## src/rtl/tlg_pkg.sv

```systemverilog
package tlg_pkg;

  localparam logic [2:0] OP_PUT_FULL = 3'd0;
  localparam logic [2:0] OP_PUT_PART = 3'd1;
  localparam logic [2:0] OP_GET      = 3'd4;

  localparam logic [2:0] RSP_ACK      = 3'd0;
  localparam logic [2:0] RSP_ACK_DATA = 3'd1;

  // Byte lanes a request of the given size may touch at this address.
  function automatic logic [3:0] lanes_of(input logic [1:0] size, input logic [1:0] lo);
    case (size)
      2'd0:    lanes_of = 4'b0001 << lo;
      2'd1:    lanes_of = lo[1] ? 4'b1100 : 4'b0011;
      2'd2:    lanes_of = 4'b1111;
      default: lanes_of = 4'b0000;
    endcase
  endfunction

  // Low-byte mask that covers a register of the given byte width.
  function automatic logic [3:0] width_mask(input logic [2:0] nbytes);
    case (nbytes)
      3'd1:    width_mask = 4'b0001;
      3'd2:    width_mask = 4'b0011;
      3'd3:    width_mask = 4'b0111;
      default: width_mask = 4'b1111;
    endcase
  endfunction

endpackage

```

## src/rtl/tlg_map_decode.sv

```systemverilog
module tlg_map_decode #(
  parameter int AW      = 8,
  parameter int NumRegs = 4,
  parameter logic [NumRegs*AW-1:0] RegOffsets = {8'h10, 8'h08, 8'h04, 8'h00},
  parameter logic [NumRegs*3-1:0]  RegBytes   = {3'd4, 3'd1, 3'd2, 3'd4}
) (
  input  logic [AW-1:0]      addr,
  output logic               hit,
  output logic [NumRegs-1:0] sel,
  output logic [2:0]         nbytes
);

  localparam int WordAW = AW - 2;

  for (genvar i = 0; i < NumRegs; i++) begin : g_cmp
    assign sel[i] = (addr[AW-1:2] == RegOffsets[i*AW+2 +: WordAW]);
  end

  always_comb begin
    hit    = |sel;
    nbytes = 3'd0;
    for (int i = 0; i < NumRegs; i++) begin
      if (sel[i]) nbytes = nbytes | RegBytes[i*3 +: 3];
    end
  end

endmodule

```

## src/rtl/tlg_req_check.sv

```systemverilog
module tlg_req_check
  import tlg_pkg::*;
(
  input  logic [2:0] opcode,
  input  logic [1:0] size,
  input  logic [1:0] addr_lo,
  input  logic [3:0] mask,
  input  logic       hit,
  input  logic [2:0] nbytes,
  input  logic       dev_mode,
  output logic       is_write,
  output logic       is_read,
  output logic       err
);

  logic [3:0] lanes;
  logic       op_ok, size_ok, align_ok, lane_ok, full_ok, map_ok, wr_lo_ok, wr_w_ok;
  logic [3:0] need;

  always_comb begin
    is_write = (opcode == OP_PUT_FULL) || (opcode == OP_PUT_PART);
    is_read  = (opcode == OP_GET);
    op_ok    = is_write || is_read;
    size_ok  = (size != 2'd3);
    case (size)
      2'd0:    align_ok = 1'b1;
      2'd1:    align_ok = !addr_lo[0];
      2'd2:    align_ok = (addr_lo == 2'd0);
      default: align_ok = 1'b0;
    endcase
    lanes    = lanes_of(size, addr_lo);
    lane_ok  = ((mask & ~lanes) == 4'd0);
    full_ok  = (opcode != OP_PUT_FULL) || (mask == lanes);
    map_ok   = hit || !dev_mode;
    need     = width_mask(nbytes);
    wr_lo_ok = !(is_write && hit && (addr_lo != 2'd0));
    wr_w_ok  = !(is_write && hit) || ((mask & need) == need);
    err      = !(op_ok && size_ok && align_ok && lane_ok && full_ok &&
                 map_ok && wr_lo_ok && wr_w_ok);
  end

endmodule

```

## src/rtl/tlg_reg_bank.sv

```systemverilog
module tlg_reg_bank #(
  parameter int NumRegs = 4,
  parameter int DataW   = 32,
  parameter logic [NumRegs*3-1:0] RegBytes = {3'd4, 3'd1, 3'd2, 3'd4}
) (
  input  logic                     clk,
  input  logic                     rst,
  input  logic                     we,
  input  logic [NumRegs-1:0]       sel,
  input  logic [DataW/8-1:0]       be,
  input  logic [DataW-1:0]         wdata,
  output logic [NumRegs*DataW-1:0] q_flat
);

  localparam int NumLanes = DataW / 8;

  for (genvar i = 0; i < NumRegs; i++) begin : g_reg
    for (genvar b = 0; b < NumLanes; b++) begin : g_lane
      if (b < RegBytes[i*3 +: 3]) begin : g_store
        logic [7:0] byte_q;
        always_ff @(posedge clk) begin
          if (rst)                       byte_q <= 8'h00;
          else if (we && sel[i] && be[b]) byte_q <= wdata[b*8 +: 8];
        end
        assign q_flat[i*DataW + b*8 +: 8] = byte_q;
      end else begin : g_tie
        assign q_flat[i*DataW + b*8 +: 8] = 8'h00;
      end
    end
  end

endmodule

```

## src/rtl/tlul_reg_guard.sv

```systemverilog
module tlul_reg_guard
  import tlg_pkg::*;
#(
  parameter int AW      = 8,
  parameter int SourceW = 4,
  parameter int NumRegs = 4,
  parameter logic [NumRegs*AW-1:0] RegOffsets = {8'h10, 8'h08, 8'h04, 8'h00},
  parameter logic [NumRegs*3-1:0]  RegBytes   = {3'd4, 3'd1, 3'd2, 3'd4}
) (
  input  logic               clk,
  input  logic               rst,
  input  logic               dev_mode_i,
  input  logic               a_valid_i,
  output logic               a_ready_o,
  input  logic [2:0]         a_opcode_i,
  input  logic [1:0]         a_size_i,
  input  logic [SourceW-1:0] a_source_i,
  input  logic [AW-1:0]      a_address_i,
  input  logic [3:0]         a_mask_i,
  input  logic [31:0]        a_data_i,
  output logic               d_valid_o,
  input  logic               d_ready_i,
  output logic [2:0]         d_opcode_o,
  output logic [1:0]         d_size_o,
  output logic [SourceW-1:0] d_source_o,
  output logic [31:0]        d_data_o,
  output logic               d_error_o
);

  localparam int DataW = 32;

  logic               hit, is_write, is_read, err, accept, we;
  logic [NumRegs-1:0] sel;
  logic [2:0]         nbytes;
  logic [NumRegs*DataW-1:0] q_flat;
  logic [DataW-1:0]   rdata;

  tlg_map_decode #(
    .AW(AW), .NumRegs(NumRegs), .RegOffsets(RegOffsets), .RegBytes(RegBytes)
  ) u_map (
    .addr(a_address_i), .hit(hit), .sel(sel), .nbytes(nbytes)
  );

  tlg_req_check u_chk (
    .opcode(a_opcode_i), .size(a_size_i), .addr_lo(a_address_i[1:0]),
    .mask(a_mask_i), .hit(hit), .nbytes(nbytes), .dev_mode(dev_mode_i),
    .is_write(is_write), .is_read(is_read), .err(err)
  );

  assign a_ready_o = !d_valid_o;
  assign accept    = a_valid_i && a_ready_o;
  assign we        = accept && is_write && !err;

  tlg_reg_bank #(
    .NumRegs(NumRegs), .DataW(DataW), .RegBytes(RegBytes)
  ) u_bank (
    .clk(clk), .rst(rst), .we(we), .sel(sel), .be(a_mask_i),
    .wdata(a_data_i), .q_flat(q_flat)
  );

  always_comb begin
    rdata = '0;
    for (int i = 0; i < NumRegs; i++) begin
      if (sel[i]) rdata = rdata | q_flat[i*DataW +: DataW];
    end
  end

  always_ff @(posedge clk) begin
    if (rst) begin
      d_valid_o  <= 1'b0;
      d_opcode_o <= RSP_ACK;
      d_size_o   <= '0;
      d_source_o <= '0;
      d_data_o   <= '0;
      d_error_o  <= 1'b0;
    end else if (accept) begin
      d_valid_o  <= 1'b1;
      d_opcode_o <= is_read ? RSP_ACK_DATA : RSP_ACK;
      d_size_o   <= a_size_i;
      d_source_o <= a_source_i;
      d_data_o   <= !is_read ? '0 : (err ? '1 : rdata);
      d_error_o  <= err;
    end else if (d_ready_i) begin
      d_valid_o  <= 1'b0;
    end
  end

  a_r11_echo: assert property (@(posedge clk) disable iff (rst)
    accept |=> d_valid_o && d_source_o == $past(a_source_i) && d_size_o == $past(a_size_i));

  a_r12_hold: assert property (@(posedge clk) disable iff (rst)
    d_valid_o && !d_ready_i |=> d_valid_o && $stable(d_data_o) && $stable(d_error_o));

  a_r12_one_pending: assert property (@(posedge clk) disable iff (rst)
    accept |=> !a_ready_o);

  a_r2_big_size: assert property (@(posedge clk) disable iff (rst)
    accept && a_size_i == 2'd3 |=> d_error_o);

  a_r1_bad_opcode: assert property (@(posedge clk) disable iff (rst)
    accept && a_opcode_i != OP_GET && a_opcode_i != OP_PUT_FULL && a_opcode_i != OP_PUT_PART
    |=> d_error_o);

  a_r10_err_read_ones: assert property (@(posedge clk) disable iff (rst)
    d_valid_o && d_error_o && d_opcode_o == RSP_ACK_DATA |-> d_data_o == 32'hFFFF_FFFF);

  a_r10_err_no_write: assert property (@(posedge clk) disable iff (rst)
    accept && err |=> $stable(q_flat));

endmodule

```

## config.mk

```make
export PLATFORM = sky130hd
export DESIGN_NAME = tlul_reg_guard
export DESIGN_NICKNAME = d
export VERILOG_FILES = /design/src/rtl/tlg_pkg.sv /design/src/rtl/tlg_map_decode.sv /design/src/rtl/tlg_req_check.sv /design/src/rtl/tlg_reg_bank.sv /design/src/rtl/tlul_reg_guard.sv
export SDC_FILE = /design/constraint.sdc
export NUM_CORES = 1
export LEC_CHECK = 0
export BUFFER_PORTS_ARGS = -buffer_cell sky130_fd_sc_hd__buf_4
export CORE_MARGIN = 2
export CORE_UTILIZATION = 63
export CTS_BUF_LIST = sky130_fd_sc_hd__clkbuf_8
export CTS_CLUSTER_DIAMETER = 150
export DETAILED_ROUTE_END_ITERATION = 16
export PLACE_DENSITY = 0.93
export REMOVE_ABC_BUFFERS = 1
export SLEW_MARGIN = 40
export SYNTH_ARGS = -nofsm -noshare
export SYNTH_HDL_FRONTEND = slang
export SYNTH_SLANG_ARGS = --single-unit
```

## constraint.sdc

```tcl
create_clock -name clk -period 3.9 [get_ports clk]
set_clock_uncertainty 0.05 [all_clocks]
set_input_delay 0.585 -clock clk [delete_from_list [all_inputs] [get_ports clk]]
set_output_delay 0.585 -clock clk [all_outputs]
set_load 0.01 [all_outputs]
```

# Word-level counts from Yosys, hierarchy flattened
# Cells that the tools add are included.
dict set report op_classes {
  n_mux 17
  shift 1
  reduce_logical 47
  n_bitwise 6
  n_eq_ne 13
}
# cell n
set ops {}
lappend ops {{32-bit 2-to-1 mux} 6}
lappend ops {{32-bit by 16-bit OR with 32-bit output} 1}
lappend ops {{32-bit OR} 1}
lappend ops {{32-bit by 8-bit OR with 32-bit output} 1}
lappend ops {{1-bit logical AND} 27}
lappend ops {{4-bit one-hot mux with 3 select lines} 2}
lappend ops {{4-bit AND} 2}
lappend ops {{4-bit equality test} 2}
lappend ops {{3-bit by 1-bit equality test with 1-bit output (second input constant)} 2}
lappend ops {{3-bit by 2-bit equality test with 1-bit output (second input constant)} 2}
lappend ops {{6-bit by 1-bit equality test with 1-bit output (second input constant)} 1}
lappend ops {{6-bit by 2-bit equality test with 1-bit output (second input constant)} 1}
lappend ops {{6-bit by 3-bit equality test with 1-bit output (second input constant)} 1}
lappend ops {{1-bit zero test} 6}
lappend ops {{6-bit zero test} 1}
lappend ops {{3-bit 2-to-1 mux} 2}
lappend ops {{1-bit logical OR} 5}
lappend ops {{2-bit zero test} 2}
lappend ops {{4-bit zero test} 1}
lappend ops {{1-bit 2-to-1 mux} 4}
lappend ops {{4-bit 2-to-1 mux} 1}
lappend ops {{4-bit NOT} 1}
lappend ops {{2-bit nonzero test} 2}
lappend ops {{4-bit OR reduction} 1}
lappend ops {{other kinds (9)} 9}
dict set report totals {
  inputBits 58
  regBits 131
  elab_cells 101
  output_inout_bits 44
}

# Longest topological paths before layout
dict set report depth {
  depth_word 14
  mapped_depth 10
  ltp_nobuf 8
}

# Modules after synthesis
# From an unflattened synthesis, not the netlist that was laid out.
dict set report unflattened {
  cells_unflattened 640
  area_unflattened_um2 6326.1
}
# module cells_each seq_area_each_um2 n_inst area_per_inst_um2
set by_module_without_submodules {}
lappend by_module_without_submodules {tlg_reg_bank 366 1761.7 1 3908.7}
lappend by_module_without_submodules {tlul_reg_guard 229 820.8 1 2084.5}
lappend by_module_without_submodules {tlg_req_check 34 0.0 1 237.7}
lappend by_module_without_submodules {tlg_map_decode 11 0.0 1 95.1}

# Least setup slack after synthesis
# OpenSTA, ideal clock, no wires.
dict set report synth_timing {
  path_kind {input to register}
  startpoint {input a_size_i[0]}
  endpoint {register u_bank.g_reg[3].g_lane[1].g_store.byte_q[4]}
  arrival_time_ns 2.619
  path_buffers 2
  required_time_ns 3.778
  setup_ns 0.072
  setup_slack_ns 1.160
  cell_stages 10
  cell_sequence {inv_1 -> a21oi_1 -> o21ai_0 -> ha_1 -> or4_1 -> a211oi_4 -> and4_4 -> buf_12 -> buf_12 -> mux2i_1}
}
dict set report synth_via {
  elab_chain_len 13
  elab_cells_between_ends 21
  cone_classes {eq/ne (4); mux (2); bitwise (2); reduce/logical (13)}
}
# item line_no
set synth_rtl {}
lappend synth_rtl {{from (decl)} tlul_reg_guard.sv:16} ;# input logic [1:0] a_size_i,
lappend synth_rtl {{2-bit equality test (tied with other cells)} {tlg_pkg.sv:12, tlg_req_check.sv:25}}
lappend synth_rtl {{4-bit one-hot mux with 3 select lines} tlg_pkg.sv:12} ;# case (size)
lappend synth_rtl {{4-bit NOT} tlg_req_check.sv:32} ;# lane_ok = ((mask & ~lanes) == 4'd0);
lappend synth_rtl {{4-bit AND} tlg_req_check.sv:32}
lappend synth_rtl {{4-bit zero test} tlg_req_check.sv:32}
lappend synth_rtl {{1-bit logical AND} tlg_req_check.sv:38} ;# err = !(op_ok && size_ok && align_ok && lane_ok && full_ok &&
lappend synth_rtl {{1-bit logical AND (*) (2 in series)} tlg_req_check.sv:38}
lappend synth_rtl {{1-bit logical AND (*) (2 in series)} tlg_req_check.sv:39} ;# map_ok && wr_lo_ok && wr_w_ok);
lappend synth_rtl {{1-bit logical AND (*)} tlul_reg_guard.sv:52} ;# assign we = accept && is_write && !err;
lappend synth_rtl {{1-bit logical AND (*) (2 in series)} tlg_reg_bank.sv:23} ;# else if (we && sel[i] && be[b]) byte_q <= wdata[b*8 +: 8];
lappend synth_rtl {{to (signal assigned)} tlg_reg_bank.sv:23}
lappend synth_rtl {{to (decl)} tlg_reg_bank.sv:20} ;# logic [7:0] byte_q;
# Every way passes the cells marked *; elsewhere a longest branch is shown, timed or not.
# A chain may end at the register's enable or synchronous reset.

# Final worst setup path
dict set report layout_timing {
  startpoint {input a_size_i[0]}
  endpoint {register d_data_o[10]}
}
dict set report layout_via {
  elab_chain_len 12
  elab_cells_between_ends 20
  cone_classes {eq/ne (4); mux (4); bitwise (2); reduce/logical (10)}
}
# item line_no
set layout_rtl {}
lappend layout_rtl {{2-bit equality test (tied with other cells)} {tlg_pkg.sv:12, tlg_req_check.sv:25}}
lappend layout_rtl {{4-bit one-hot mux with 3 select lines} tlg_pkg.sv:12}
lappend layout_rtl {{4-bit NOT} tlg_req_check.sv:32}
lappend layout_rtl {{4-bit AND} tlg_req_check.sv:32}
lappend layout_rtl {{4-bit zero test} tlg_req_check.sv:32}
lappend layout_rtl {{1-bit logical AND} tlg_req_check.sv:38}
lappend layout_rtl {{1-bit logical AND (*) (2 in series)} tlg_req_check.sv:38}
lappend layout_rtl {{1-bit logical AND (*) (2 in series)} tlg_req_check.sv:39}
lappend layout_rtl {{32-bit 2-to-1 mux (*) (2 in series)} tlul_reg_guard.sv:81} ;# d_data_o <= !is_read ? '0 : (err ? '1 : rdata);
lappend layout_rtl {{to (signal assigned)} tlul_reg_guard.sv:81}
lappend layout_rtl {{to (decl)} tlul_reg_guard.sv:26} ;# output logic [31:0] d_data_o,
# Marked as above.

==> flow_summary.ini <==
[worst_setup_path]
arrival_ns = 3.19
worstPathMaxFanout = 23
endpoint_kind = register
worstPathRequired_ns = 4.12
startpoint_type = input port
r2r_cells = 5
worst-setup-path-type = input port to register

[synthesis]
yosys_warnings = 0
ys_top_cells_by_area = dfxtp_1 (44%), mux2i_1 (15%), nand2b_1 (13%), a222oi_1 (5.4%), a21oi_1 (3.6%)
ys_types = 46
synth_ff_type = dfxtp_1
synth_seq_area_share_pct = 43.6
syn_area_mm2 = 0.00593
yosysTopAreaCell = dfxtp_1
yosysTopAreaCellShare_pct = 43.6
synthCells = 586
ys_ff_latch = 129
synth-edff-count = 0
synth_area_per_cell_um2 = 10.1
ys_async_sr_fraction_pct = 0

[sta]
rsz0062_at_grt = no
relSlewSlack_pct = 43.6
max_clock_freq_ghz = 0.337
layout_setup_ws_ns = 0.932
hold_viol = 0
worst_pin_slew_ns = 0.843
layout_min_cycle_time_ns = 2.97
hold_slack_ns = 0.290
finalCritPeriodShare_pct = 76.1
finalSetupViolCount = 0
tns_ns = 0
timing.final.max_slew_violations = 0

[clock_tree]
postCtsSetupRepairBufs = 0
cts_tree = built
cts-root-buf = clkbuf_8
cts.sinks = 129
cts_hold_buffers = 0
cts_resized = 0
cts_made_buffers = 17
clk_pin_slew_ns = 0.07
clk_latency_ns = 0.43
cts.path.max_buffers = 2
cts_max_level = 4

[routing]
final_antenna_net_count = 0
drtPass1Iterations = 7
route.detailed.drc = 0
drt_wl_total_um = 15100
via_per_inst = 6.35
drt-initial-drc-count = 532
vias = 4963
post_drt_wl_per_cell_um = 19.3

[floorplan]
dieArea_mm2 = 0.0102
die_w_um = 101
start_util_pct = 64.4
core-area_mm2 = 0.00920
io_pins = 102
die_y_um = 101
row_count = 35

[finish]
area_growth_pct = 18.5
final_net_count = 721
antenna_cells = 0
final_common_cell = dfxtp_1
layout_common_cells = dfxtp_1 (129), nand2b_1 (120), buf_4 (106)
drive_gt1_share_pct = 23.5
layoutNonFillerInstCount = 782

[run]
maxCapViolCount = 0

[grt]
grt_pass1_wl_um = 24100
grt_max_degree = 162
grt_pass1_vias = 5018
antenna_found_initial = 0
grt_use_total_pct = 29.9
grt_overflow = 0

[worst_hold_path]
worstHoldPathCells = 2
hp-class = input port to register

[place]
dpl.hpwl_um = 9120
gp_congestion = 0.863
io_buffers = 99
dpl_worst_slack_ns = 0.559
dp_cells = 751

[power]
p_per_area_mw_per_mm2 = 406
p_leak_nw = 2.85
peakVddDrop_mv = 0.251
power_mw = 2.85

[run_status]
status = finished, final reports clean
==> registers in the layout, indices dropped and copies added (netlist names) <==
name,flops
d_data_o,32
d_error_o,1
d_size_o,2
d_source_o,4
d_opcode_o,1
u_bank.g.g_lane.g_store.byte_q,88
d_valid_o,1
==> cell usage after synthesis (2+ instances only) <==
| cell type | count |
|---|---|
| clkbuf_1 | 34 |
| and4_2 | 2 |
| mux2i_1 | 88 |
| buf_6 | 4 |
| a311oi_1 | 16 |
| nor2b_1 | 2 |
| inv_1 | 3 |
| and3_2 | 2 |
| o21ai_0 | 4 |
| nand2b_1 | 120 |
| dfxtp_1 | 129 |
| a22oi_1 | 8 |
| buf_4 | 7 |
| nand4_2 | 3 |
| nor3_1 | 4 |
| buf_2 | 5 |
| a222oi_1 | 32 |
| nand2_1 | 25 |
| nor2_1 | 7 |
| a21oi_1 | 43 |
| a211oi_1 | 18 |
| buf_12 | 3 |
| ha_1 | 4 |
==> worst paths after layout <==
path                                                  from                                                        to  slack (ns)
worst max register to register      d_valid_o$_SDFFE_PP0P_  u_bank.g_reg[3].g_lane[1].g_store.byte_q[0]$_SDFFE_PP0P_        1.64
worst min register to register  d_source_o[1]$_SDFFE_PP0P_                                d_source_o[1]$_SDFFE_PP0P_        0.41
worst max-delay path                           a_size_i[0]                                 d_data_o[10]$_SDFFE_PP0P_        0.93
worst min-delay path                             d_ready_i                                    d_valid_o$_SDFFE_PP0P_        0.29
==> routing by layer <==
| metal | wire, um | track usage (%) | vias to the layer above |
|---|---|---|---|
| met4 | 326 | 13.8 | 0 |
| li1 | - | - | 2288 |
| met5 | 0 | 0 | - |
| met3 | 1040 | 6.10 | 33 |
| met2 | 7730 | 51.5 | 242 |
| met1 | 5970 | 35.9 | 2400 |
==> where the power goes <==
group	total [mW]	internal (mW)	switching, mW
Combinational	0.228	0.107	0.121
Sequential	1.34	1.33	0.0111
Clock	1.29	0.756	0.530
Total	2.85	2.19	0.662
==> logic make-up (layout without fill, tap and decap cells) <==
| logic type | Yosys count | after routing | synth area share [%] |
|---|---|---|---|
| simple gates | 178 | 178 | 18.8 |
| other cells | 1 | 2 | 0.0633 |
| compound gates | 128 | 128 | 16.2 |
| fa+ha+maj | 5 | 5 | 1.01 |
| mux | 88 | 88 | 14.9 |
| buf+inv | 57 | 141 | 5.49 |
| flops | 129 | 129 | 43.6 |
==> critical path, cell delays in order <==
cell and delay (ns):
buf_4 0.13, nand2_1 0.12, o21ai_0 0.12, ha_1 0.20, or4_1 0.58, a211oi_4 0.47, and3_2 0.64, buf_4 0.25
a311oi_1 0.10
==> cell type report <==
cell class              count  area [um2]
flip-flops and latches    129        2580
well taps                 111         139
clock buffers              17         234
clock inverters            14         215
repair buffers            107         810
fillers                   582        2170
multi-input cells         401        3030
inverters                   3        11.3
==> per-stage QoR <==
step,cell area (um2),utilization [%]
after floorplan,5620,-
after global placement,6570,71.4
after detailed placement,6570,71.5
after CTS,7020,76.4
after global routing,7030,76.4
final,7030,76.4
(Power assumes the default switching activity.)
